<file path="src/rtl/sq_pkg.sv">
package sq_pkg;

  // Reduce any integer into [0, n) for ring index arithmetic.
  function automatic int ring_wrap(input int v, input int n);
    int r;
    r = v % n;
    if (r < 0) r = r + n;
    return r;
  endfunction

endpackage

</file>
<file path="src/rtl/sq_slot.sv">
module sq_slot #(
  parameter int SEQ_W  = 16,
  parameter int ADDR_W = 32,
  parameter int DATA_W = 64,
  parameter int SIZE_W = 4
) (
  input  logic              clk,
  input  logic              rst_n,
  input  logic              alloc_i,
  input  logic [SEQ_W-1:0]  seq_i,
  input  logic              exe_i,
  input  logic [ADDR_W-1:0] addr_i,
  input  logic [SIZE_W-1:0] size_i,
  input  logic [DATA_W-1:0] data_i,
  input  logic              commit_i,
  input  logic              ack_i,
  output logic [SEQ_W-1:0]  seq_o,
  output logic [ADDR_W-1:0] addr_o,
  output logic [SIZE_W-1:0] size_o,
  output logic [DATA_W-1:0] data_o,
  output logic              cmt_o,
  output logic              cwb_o,
  output logic              cpl_o
);

  logic cmt_q, cmt_d;
  logic cwb_q, cwb_d;
  logic cpl_q, cpl_d;
  logic [SEQ_W-1:0]  seq_q;
  logic [ADDR_W-1:0] addr_q;
  logic [SIZE_W-1:0] size_q;
  logic [DATA_W-1:0] data_q;

  // Flag next state: allocation clears, commit and ack set.
  always_comb begin
    cmt_d = cmt_q;
    cwb_d = cwb_q;
    cpl_d = cpl_q;
    if (alloc_i) begin
      cmt_d = 1'b0;
      cwb_d = 1'b0;
      cpl_d = 1'b0;
    end else begin
      if (commit_i) begin
        cmt_d = 1'b1;
        cwb_d = 1'b1;
      end
      if (ack_i) cpl_d = 1'b1;
    end
  end

  always_ff @(posedge clk or negedge rst_n) begin
    if (!rst_n) begin
      cmt_q <= 1'b0;
      cwb_q <= 1'b0;
      cpl_q <= 1'b0;
    end else begin
      cmt_q <= cmt_d;
      cwb_q <= cwb_d;
      cpl_q <= cpl_d;
    end
  end

  // Payload registers: enable-only, no reset needed.
  always_ff @(posedge clk) begin
    if (alloc_i) seq_q <= seq_i;
    if (exe_i) begin
      addr_q <= addr_i;
      size_q <= size_i;
      data_q <= data_i;
    end
  end

  assign seq_o  = seq_q;
  assign addr_o = addr_q;
  assign size_o = size_q;
  assign data_o = data_q;
  assign cmt_o  = cmt_q;
  assign cwb_o  = cwb_q;
  assign cpl_o  = cpl_q;

endmodule

</file>
<file path="src/rtl/sq_wb_issue.sv">
module sq_wb_issue #(
  parameter int SLOTS = 8,
  parameter int PORTS = 2,
  localparam int IDX_W  = $clog2(SLOTS),
  localparam int CNT_W  = $clog2(SLOTS + 1),
  localparam int LANE_W = $clog2(PORTS + 1)
) (
  input  logic [IDX_W-1:0]            wb_ptr,
  input  logic [CNT_W-1:0]            span,
  input  logic [SLOTS-1:0]            cwb,
  input  logic [SLOTS-1:0]            cpl,
  input  logic [PORTS-1:0]            ready,
  output logic [PORTS-1:0]            valid,
  output logic [PORTS-1:0][IDX_W-1:0] idx,
  output logic [LANE_W-1:0]           n_iss
);

  // gate[k] high when every lane below k was valid and accepted.
  logic [PORTS:0] gate;
  assign gate[0] = 1'b1;

  for (genvar k = 0; k < PORTS; k++) begin : g_lane
    assign idx[k]     = IDX_W'(sq_pkg::ring_wrap(int'(wb_ptr) + k, SLOTS));
    assign valid[k]   = gate[k] && (k < int'(span)) && cwb[idx[k]] && !cpl[idx[k]];
    assign gate[k+1]  = valid[k] && ready[k];
  end

  // Ports used this cycle: recomputed every cycle, capped by PORTS lanes.
  assign n_iss = LANE_W'($countones(valid & ready));

endmodule

</file>
<file path="src/rtl/store_queue.sv">
module store_queue #(
  parameter int SLOTS  = 8,
  parameter int PORTS  = 2,
  parameter int SEQ_W  = 16,
  parameter int ADDR_W = 32,
  parameter int DATA_W = 64,
  parameter int SIZE_W = 4,
  localparam int IDX_W  = $clog2(SLOTS),
  localparam int CNT_W  = $clog2(SLOTS + 1),
  localparam int LANE_W = $clog2(PORTS + 1)
) (
  input  logic                         clk,
  input  logic                         rst_n,
  input  logic                         alloc_valid,
  input  logic [SEQ_W-1:0]             alloc_seq,
  output logic                         alloc_ready,
  output logic [IDX_W-1:0]             alloc_idx,
  input  logic                         exe_valid,
  input  logic [IDX_W-1:0]             exe_idx,
  input  logic [ADDR_W-1:0]            exe_addr,
  input  logic [SIZE_W-1:0]            exe_size,
  input  logic [DATA_W-1:0]            exe_data,
  input  logic                         commit_valid,
  input  logic [SEQ_W-1:0]             commit_seq,
  input  logic                         squash_valid,
  input  logic [SEQ_W-1:0]             squash_seq,
  output logic [PORTS-1:0]             mem_req_valid,
  input  logic [PORTS-1:0]             mem_req_ready,
  output logic [PORTS-1:0][IDX_W-1:0]  mem_req_idx,
  output logic [PORTS-1:0][ADDR_W-1:0] mem_req_addr,
  output logic [PORTS-1:0][SIZE_W-1:0] mem_req_size,
  output logic [PORTS-1:0][DATA_W-1:0] mem_req_data,
  input  logic                         mem_ack_valid,
  input  logic [IDX_W-1:0]             mem_ack_idx,
  output logic [CNT_W-1:0]             occupancy,
  output logic [CNT_W-1:0]             wb_pending,
  output logic [SEQ_W-1:0]             head_seq,
  output logic [SEQ_W-1:0]             tail_seq
);

  localparam int MAX_OCC = SLOTS - 1;

  // Ring state
  logic [IDX_W-1:0] head_q, head_d;
  logic [IDX_W-1:0] tail_q, tail_d;
  logic [IDX_W-1:0] wb_q,   wb_d;
  logic [CNT_W-1:0] cnt_q,  cnt_d;
  logic [CNT_W-1:0] pend_q, pend_d;

  // Per-slot views
  logic [SEQ_W-1:0]  s_seq  [SLOTS];
  logic [ADDR_W-1:0] s_addr [SLOTS];
  logic [SIZE_W-1:0] s_size [SLOTS];
  logic [DATA_W-1:0] s_data [SLOTS];
  logic [SLOTS-1:0]  s_cmt, s_cwb, s_cpl;
  logic [SLOTS-1:0]  occ, commit_hit, keep, alloc_here, exe_here, ack_here;

  logic             alloc_fire;
  logic             pop;
  logic [CNT_W-1:0] kept;
  logic [CNT_W-1:0] n_commit;
  logic [CNT_W-1:0] cmt_kept;
  logic [CNT_W-1:0] wb_span;
  logic [LANE_W-1:0] n_iss;
  logic [IDX_W-1:0] last_idx;

  // ---------------------------------------------------------------
  // Slot array
  // ---------------------------------------------------------------
  for (genvar i = 0; i < SLOTS; i++) begin : g_slot
    assign occ[i] = sq_pkg::ring_wrap(i - int'(head_q), SLOTS) < int'(cnt_q);
    assign alloc_here[i] = alloc_fire && (tail_q == IDX_W'(i));
    assign exe_here[i]   = exe_valid && (exe_idx == IDX_W'(i));
    assign ack_here[i]   = mem_ack_valid && (mem_ack_idx == IDX_W'(i));
    assign commit_hit[i] = commit_valid && occ[i] && !s_cmt[i] && (s_seq[i] <= commit_seq);
    assign keep[i]       = occ[i] && (s_cmt[i] || (s_seq[i] <= squash_seq));

    sq_slot #(
      .SEQ_W (SEQ_W),
      .ADDR_W(ADDR_W),
      .DATA_W(DATA_W),
      .SIZE_W(SIZE_W)
    ) u_slot (
      .clk     (clk),
      .rst_n   (rst_n),
      .alloc_i (alloc_here[i]),
      .seq_i   (alloc_seq),
      .exe_i   (exe_here[i]),
      .addr_i  (exe_addr),
      .size_i  (exe_size),
      .data_i  (exe_data),
      .commit_i(commit_hit[i]),
      .ack_i   (ack_here[i]),
      .seq_o   (s_seq[i]),
      .addr_o  (s_addr[i]),
      .size_o  (s_size[i]),
      .data_o  (s_data[i]),
      .cmt_o   (s_cmt[i]),
      .cwb_o   (s_cwb[i]),
      .cpl_o   (s_cpl[i])
    );
  end

  // ---------------------------------------------------------------
  // Writeback lanes
  // ---------------------------------------------------------------
  assign wb_span = CNT_W'(sq_pkg::ring_wrap(int'(tail_q) - int'(wb_q), SLOTS));

  sq_wb_issue #(
    .SLOTS(SLOTS),
    .PORTS(PORTS)
  ) u_issue (
    .wb_ptr(wb_q),
    .span  (wb_span),
    .cwb   (s_cwb),
    .cpl   (s_cpl),
    .ready (mem_req_ready),
    .valid (mem_req_valid),
    .idx   (mem_req_idx),
    .n_iss (n_iss)
  );

  for (genvar k = 0; k < PORTS; k++) begin : g_lane_data
    assign mem_req_addr[k] = s_addr[mem_req_idx[k]];
    assign mem_req_size[k] = s_size[mem_req_idx[k]];
    assign mem_req_data[k] = s_data[mem_req_idx[k]];
  end

  // ---------------------------------------------------------------
  // Next state
  // ---------------------------------------------------------------
  assign alloc_ready = (int'(cnt_q) < MAX_OCC) && !squash_valid;
  assign alloc_fire  = alloc_valid && alloc_ready;
  assign alloc_idx   = tail_q;
  assign pop         = (cnt_q != '0) && s_cpl[head_q];
  assign kept        = CNT_W'($countones(keep));
  assign n_commit    = CNT_W'($countones(commit_hit));
  assign cmt_kept    = CNT_W'($countones(occ & s_cmt));

  always_comb begin
    head_d = pop ? IDX_W'(sq_pkg::ring_wrap(int'(head_q) + 1, SLOTS)) : head_q;
    wb_d   = IDX_W'(sq_pkg::ring_wrap(int'(wb_q) + int'(n_iss), SLOTS));
    pend_d = pend_q + n_commit - CNT_W'(n_iss);
    if (squash_valid) begin
      tail_d = IDX_W'(sq_pkg::ring_wrap(int'(head_q) + int'(kept), SLOTS));
      cnt_d  = kept - CNT_W'(pop);
    end else begin
      tail_d = alloc_fire ? IDX_W'(sq_pkg::ring_wrap(int'(tail_q) + 1, SLOTS)) : tail_q;
      cnt_d  = cnt_q + CNT_W'(alloc_fire) - CNT_W'(pop);
    end
  end

  always_ff @(posedge clk or negedge rst_n) begin
    if (!rst_n) begin
      head_q <= '0;
      tail_q <= '0;
      wb_q   <= '0;
      cnt_q  <= '0;
      pend_q <= '0;
    end else begin
      head_q <= head_d;
      tail_q <= tail_d;
      wb_q   <= wb_d;
      cnt_q  <= cnt_d;
      pend_q <= pend_d;
    end
  end

  // ---------------------------------------------------------------
  // Status outputs
  // ---------------------------------------------------------------
  assign last_idx   = IDX_W'(sq_pkg::ring_wrap(int'(tail_q) - 1, SLOTS));
  assign occupancy  = cnt_q;
  assign wb_pending = pend_q;
  assign head_seq   = (cnt_q != '0) ? s_seq[head_q]   : '0;
  assign tail_seq   = (cnt_q != '0) ? s_seq[last_idx] : '0;

  // ---------------------------------------------------------------
  // Assertions
  // ---------------------------------------------------------------
  p_no_overflow_r1: assert property (@(posedge clk) disable iff (!rst_n)
    int'(cnt_q) <= MAX_OCC);

  p_full_blocks_r1: assert property (@(posedge clk) disable iff (!rst_n)
    (int'(cnt_q) == MAX_OCC) |=> (cnt_q <= $past(cnt_q)));

  p_first_seq_r9: assert property (@(posedge clk) disable iff (!rst_n)
    (alloc_fire && cnt_q == '0) |=> (head_seq == $past(alloc_seq)));

  p_pend_bound_r10: assert property (@(posedge clk) disable iff (!rst_n)
    CNT_W'(n_iss) <= pend_q);

  p_refuse_hold_r6: assert property (@(posedge clk) disable iff (!rst_n)
    (mem_req_valid[0] && !mem_req_ready[0]) |=> (wb_q == $past(wb_q)));

  p_squash_keeps_r8: assert property (@(posedge clk) disable iff (!rst_n)
    squash_valid |=> (cnt_q >= $past(cmt_kept) - CNT_W'($past(pop))));

  p_hold_unacked_r7: assert property (@(posedge clk) disable iff (!rst_n)
    (cnt_q != '0 && !s_cpl[head_q] && !squash_valid) |=> (cnt_q >= $past(cnt_q)));

endmodule

</file>
<file path="config.mk">
export PLATFORM = sky130hd
export DESIGN_NAME = store_queue
export DESIGN_NICKNAME = d
export VERILOG_FILES = /design/src/rtl/sq_pkg.sv /design/src/rtl/sq_slot.sv /design/src/rtl/sq_wb_issue.sv /design/src/rtl/store_queue.sv
export SDC_FILE = /design/constraint.sdc
export NUM_CORES = 2
export LEC_CHECK = 0
export CAP_MARGIN = 15
export CORE_MARGIN = 2
export CORE_UTILIZATION = 30
export CTS_CLUSTER_DIAMETER = 30
export CTS_CLUSTER_SIZE = 24
export DETAILED_ROUTE_END_ITERATION = 6
export PLACE_DENSITY = 0.53
export SLEW_MARGIN = 25
export SYNTH_ARGS = -nofsm -noshare
export SYNTH_HDL_FRONTEND = slang
export SYNTH_SLANG_ARGS = --single-unit
</file>
<file path="constraint.sdc">
create_clock -name clk -period 9.21 [get_ports clk]
set_clock_uncertainty 0.2 [all_clocks]
set_input_delay 1.842 -clock clk [delete_from_list [all_inputs] [get_ports clk]]
set_output_delay 1.842 -clock clk [all_outputs]
set_load 0.01 [all_outputs]
</file>
* Word level (Yosys, flattened, before mapping)
Cells that the tools add are included.
** Storage, ports and cells
- Input port bits :: 163
- Register bits :: 961
- Word-level logic and storage cells :: 402
- Output and inout bits :: 252
** Operators by class
- Reductions and logical operators :: 120
- Add/subtract/negate cells :: 51
- Equality and inequality tests :: 21
- Bitwise gates (word level) :: 20
- $lt $le $gt $ge :: 50
- Muxes and demuxes :: 87
** Operators with widths (number)
- binary-select mux 64 bit (select 3 bit) :: 2
- 2-to-1 mux 32 bit :: 12
- less-or-equal comparator 16 bit :: 16
- < comparator 32 x 5 -> 1 bit :: 8
- 2-to-1 mux 64 bit :: 4
- binary-select mux 32 bit (select 3 bit) :: 2
- binary-select mux 16 bit (select 3 bit) :: 2
- 2-to-1 mux 16 bit :: 6
- logical AND 1 bit :: 65
- < comparator 4 x 1 -> 1 bit (second input constant) :: 15
- adder 4 x 5 -> 6 bit (second input constant) :: 8
- OR reduction 3 bit :: 15
- 2-to-1 mux 1 bit :: 37
- == test 3 bit (second input constant) :: 12
- nonzero test 2 bit :: 17
- adder 3 x 1 -> 3 bit (second input constant) :: 10
- 2-to-1 mux 3 bit :: 9
- binary-select mux 4 bit (select 3 bit) :: 2
- 2-to-1 mux 4 bit :: 6
- adder 1 x 1 -> 2 bit :: 9
- == test 3 x 2 -> 1 bit (second input constant) :: 6
- greater-or-equal comparator 4 bit (second input constant) :: 4
- inverter 3 -> 4 bit :: 4
- subtractor 3 x 3 -> 4 bit (first input constant) :: 4
- 26 further kinds :: 74

* Logic depth before layout (Yosys ltp)
- Word-level depth :: 19
- Depth in mapped cells :: 23
- Depth with buffers taken out :: 21

* By module
From an unflattened synthesis, not the netlist that was laid out.
** Second synthesis, totals
- Cells, all modules :: 2862
- Area, all modules :: 50393.3 µm²
** Modules (own cells, without submodules)
- sq_slot :: sequential area each 3533.4 µm², instances 8, cells each 121, area each 3560.9 µm²
- store_queue :: sequential area each 425.4 µm², instances 1, cells each 1856, area each 21597.0 µm²
- sq_wb_issue :: sequential area each 0.0 µm², instances 1, cells each 38, area each 309.0 µm²

* Worst setup path before layout
No wires, ideal clock.
- Path type :: input port to flip-flop
- From :: in exe_idx[0]
- To :: reg g_slot[0].u_slot.addr_q[0] (enable)
- Setup slack :: -457 ps
- Data arrival time :: 8785 ps
- Buffers on the path :: 0
- Data required time :: 8327 ps
- Stages :: 2
- Library setup time :: 683 ps
- Cells stage by stage :: nand2b_1 -> nor3_1
** On the way
- Cells in the longest elaborated chain, start to end :: 2
** Ends and longest elaborated chain
- from (decl) :: line store_queue.sv:19 : input logic [IDX_W-1:0] exe_idx,
- zero test 3 bit :: line store_queue.sv:73 : assign exe_here[i] = exe_valid && (exe_idx == IDX_W'(i));
- logical AND 1 bit :: line store_queue.sv:73
- net g_slot[0].u_slot.exe_i :: line sq_slot.sv:11 : input logic exe_i,
- to (signal assigned) :: line sq_slot.sv:68 : addr_q <= addr_i;
- to (decl) :: line sq_slot.sv:30 : logic [ADDR_W-1:0] addr_q;
The timed path passes the listed nets, and every way through them passes these cells.
A chain may end at the register's enable or synchronous reset.

* Worst setup path after layout
- From :: in commit_seq[14]
- To :: reg pend_q[2] (netlist: wb_pending[2])
** On the way
- Cells in the longest elaborated chain, start to end :: 7
- Elaborated cells on any way between the ends :: 25
- Classes of those cells :: add/sub (9); order compare (8); reduce/logical (8)
** Ends and longest elaborated chain
- from (decl) :: line store_queue.sv:24 : input logic [SEQ_W-1:0] commit_seq,
- less-or-equal comparator 16 bit :: line store_queue.sv:75 : assign commit_hit[i] = commit_valid && occ[i] && !s_cmt[i] && (s_seq[i] <= commit_seq);
- logical AND 1 bit :: line store_queue.sv:75
- adder 1 x 1 -> 2 bit (not written as such) :: line store_queue.sv:137 : assign n_commit = CNT_W'($countones(commit_hit));
- adder 2 x 2 -> 3 bit (not written as such) :: line store_queue.sv:137
- adder 3 x 3 -> 4 bit (not written as such) (*) :: line store_queue.sv:137
- adder 4 bit (*) :: line store_queue.sv:143 : pend_d = pend_q + n_commit - CNT_W'(n_iss);
- subtractor 4 x 2 -> 4 bit (*) :: line store_queue.sv:143
- net pend_d[2] :: line store_queue.sv:48 : logic [CNT_W-1:0] pend_q, pend_d;
- to (signal assigned) :: line store_queue.sv:165 : pend_q <= pend_d;
- to (decl) :: line store_queue.sv:48
The timed path passes the listed nets; every way through them passes the cells marked *.

==> impl_metrics.csv <==
group,metric,value,unit
status,outcome,"completed",
min_path,hp-class,"reg -> reg",
drt,postRouteAntennaNets,0,
global_routing,grt_usage,0.178,
global_routing,grt_max_degree,132,
power_and_ir_drop,power.leakage,22.7,nW
layout,final_cell_mix,"edfxtp_1 (928), mux4_2 (468), clkdlybuf4s50_1 (413), ha_1 (299), clkbuf_16 (237)",
critical_path,r2r_cells,20,
min_path,min_path_cells,2,
timing,fin_crit_sh,0.744,
clocking,clkSinkCount,961,
logic_synthesis,synth-edff-count,928,
timing,tightestPinTransition,1.06,ns
timing,setup_viol,0,
placed_design,gp_congestion,0.884,
logic_synthesis,synth_cells,2863,
logic_synthesis,ys_types,60,
clocking,cts_buffers,236,
global_routing,first_global_vias,32000,
logic_synthesis,ys_warn_count,0,
clocking,clock_path_buffers,3,
timing,grt_setup_unrepaired,"false",
global_routing,grt-busiest-layer,"met2",
die,die_h,414,um
power_and_ir_drop,peakVddDrop,0.000427,V
timing,hold_violations,0,
timing,maxSlewHeadroom,0.289,
power_and_ir_drop,powerDensity,388,mW/mm2
clocking,cts_root_buffer,"clkbuf_16",
global_routing,antenna_found_initial,24,
critical_path,critPathArrivalTime,7.31,ns
min_path,holdPathEnd,"g_slot[2].u_slot.cpl_o",
layout,final_common_cell,"edfxtp_1",
die,die_x,414,um
clocking,postCtsSetupRepairBufs,0,
critical_path,r2r-start,"head_q[1]",
drt,wl,154000,um
critical_path,worstSetupPathType,"in -> reg",
critical_path,critPathLaunchType,"primary input",
clocking,cts-resized-gates,0,
global_routing,use_met2,0.307,
power_and_ir_drop,power,25.5,mW
timing,max_freq,146,MHz
die,die_area,0.171,mm2
drt,wl_per_cell,26.5,um
logic_synthesis,syn_area,0.0505,mm2
logic_synthesis,seq_area_frac_synth,0.569,
timing,drv_slew,0,
drt,dr.pass1.iters,7,
drt,vias,30300,
placed_design,dp_hpwl,99700,um
clocking,ctsHoldBuffers,0,
die,coreArea,0.167,mm2
global_routing,overflow,0,
die,num_io_pins,415,
timing,tns,0,ns
placed_design,io_buffers,414,
layout,area_growth,30.3,%
layout,fillers,15100,
clocking,h-tree-depth,4,
clocking,cts_tree,"built",
timing,min_period,6.85,ns
die,rows,150,
layout,drive_gt1_frac,0.308,
global_routing,grtUsageMet3,0.0509,
clocking,worstSkewPairLatency,0.84,ns
logic_synthesis,synth-seq-cells,961,
global_routing,met1_usage,0.215,
critical_path,rrSetupSlack,2.40,ns
die,start_util,0.302,
run,maxCapViolCount,0,
critical_path,cp_max_fo,8,
critical_path,worst_r2r_endpoint,"alloc_idx[2]",
drt,drc,0,
min_path,min_from,"g_slot[2].u_slot.cpl_o",
drt,avgViaCountPerCell,5.19,
logic_synthesis,postSynth.asyncResetShare,0.0343,
critical_path,end_kind,"register",
logic_synthesis,syn_nets,3340,
critical_path,worstPathRequired,9.67,ns
global_routing,grt_pass1_wl,223000,um
layout,finalNetCount,3895,
logic_synthesis,avgSynthCellArea,17.6,um2
logic_synthesis,ys.flop_type,"edfxtp_1",
clocking,clk_pin_slew_worst_paths,0.05,ns
drt,drt_iter0_drc,2123,
cell families after synthesis:
| logic type | share of synthesized area |
|---|---|
| AOI/OAI and AO/OA | 0.0378 |
| xor gates and xnor gates | 0.00382 |
| adders and majority gates | 0.0799 |
| buffers and inverters | 0.0220 |
| DFF | 0.569 |
| muxes | 0.254 |
| and+or+nand+nor | 0.0338 |
through the flow:
| step | worst slack, ns | area, um2 | hold slack [ns] | utilization | instances |
|---|---|---|---|---|---|
| 3_3_place_gp | 1.55 | 57200 | 0.331 | 0.342 | 5381 |
| 2_1_floorplan | 2.23 | 50500 | 0.280 | - | 2863 |
| 3_5_place_dp | 1.57 | 57200 | 0.333 | 0.342 | 5382 |
| 4_1_cts | 2.22 | 65700 | 0.346 | 0.393 | 5828 |
| 5_1_grt | 2.13 | 65700 | 0.361 | 0.394 | 5831 |
| 6_report | 2.36 | 65700 | 0.357 | 0.394 | 5832 |
state kept, by name, summed over array words and instances (netlist names):
name	count
g_slot.u_slot.data_o	512
alloc_idx	3
g_slot.u_slot.seq_o	128
head_q	3
wb_q	3
g_slot.u_slot.cwb_o	1
g_slot.u_slot.cpl_o	8
wb_pending	4
g_slot.u_slot.cmt_o	7
g_slot.u_slot.addr_o	256
g_slot.u_slot.size_o	32
occupancy	4
layout make-up:
cell class	instances	area, um2	share of cell area
Sequential cell	961	28700	0.437
Inverter	93	349	0.00531
Multi-Input combinational cell	1664	20800	0.316
Clock buffer	266	6050	0.0920
Clock inverter	180	2480	0.0377
Timing Repair Buffer	462	4630	0.0704
Tap cell	2204	2760	0.0419
Antenna cell	2	5.00	0.0000761
worst max-delay path, stage by stage:
cell	delay, ns
clkdlybuf4s50_1	0.46
inv_1	0.19
ha_1	0.38
nand4_1	0.21
nor4_1	0.95
nand4_1	0.18
o31a_1	0.18
nor4b_1	0.39
fa_1	0.49
inv_1	0.08
fa_1	0.43
fa_1	0.51
fa_1	0.45
fa_1	0.41
xnor2_1	0.14
synthesized netlist by cell type, types with 3 or more instances:
cell type,count,area [um2]
a21boi_0,4,30.0
a221oi_1,3,26.3
and4_1,3,26.3
nand4_1,58,363
inv_1,92,345
o311ai_0,6,52.6
buf_4,4,30.0
a211oi_1,12,90.1
o211ai_1,10,75.1
buf_6,12,135
fa_1,14,280
a21o_1,14,105
xor2_1,7,61.3
mux2_2,200,2250
a221o_1,3,30.0
o21a_1,21,158
nand2_1,121,454
a21oi_1,157,786
dfrtp_1,33,826
o41ai_1,6,52.6
nor3_1,16,80.1
o21ai_0,36,180
xnor2_1,15,131
mux4_2,468,10500
nor2b_1,22,138
buf_1,5,18.8
a32o_1,3,30.0
nor3b_1,11,82.6
ha_1,300,3750
and2_1,5,31.3
a31oi_1,9,56.3
nor2_1,66,248
edfxtp_1,928,27900
nand2b_1,14,87.6
or4_1,4,30.0
clkbuf_1,34,128
nand3_1,18,90.1
nor4_1,8,50.1
buf_2,90,450
and3_1,3,18.8
o2bb2ai_1,4,35.0
routing by layer:
layer	up-vias	routed length [um]
met3	253	10100
li1	13200	-
met1	15900	61800
met4	20	4040
met2	928	78400
met5	-	139
where the power goes:
part | switching (mW) | internal, mW | leakage (nW)
sequential | 0.283 | 5.05 | 8.76
combinational | 5.59 | 5.91 | 9.82
clock | 2.63 | 6.06 | 4.08
total | 8.50 | 17.0 | 22.7
worst max path at each step:
| stage | start | slack, ns | to |
|---|---|---|---|
| 3_3_place_gp | squash_seq[1] | 1.55 | alloc_idx[2] |
| 5_1_grt | head_q[1] | 2.13 | alloc_idx[2] |
| 2_1_floorplan | exe_idx[0] | 2.23 | g_slot[6].u_slot.addr_o[0] |
| 4_1_cts | wb_q[0] | 2.22 | mem_req_data[127] |
| 3_5_place_dp | squash_seq[1] | 1.57 | alloc_idx[2] |
| 6_report | commit_seq[14] | 2.36 | wb_pending[2] |
Power figures use the tool's default switching activity.
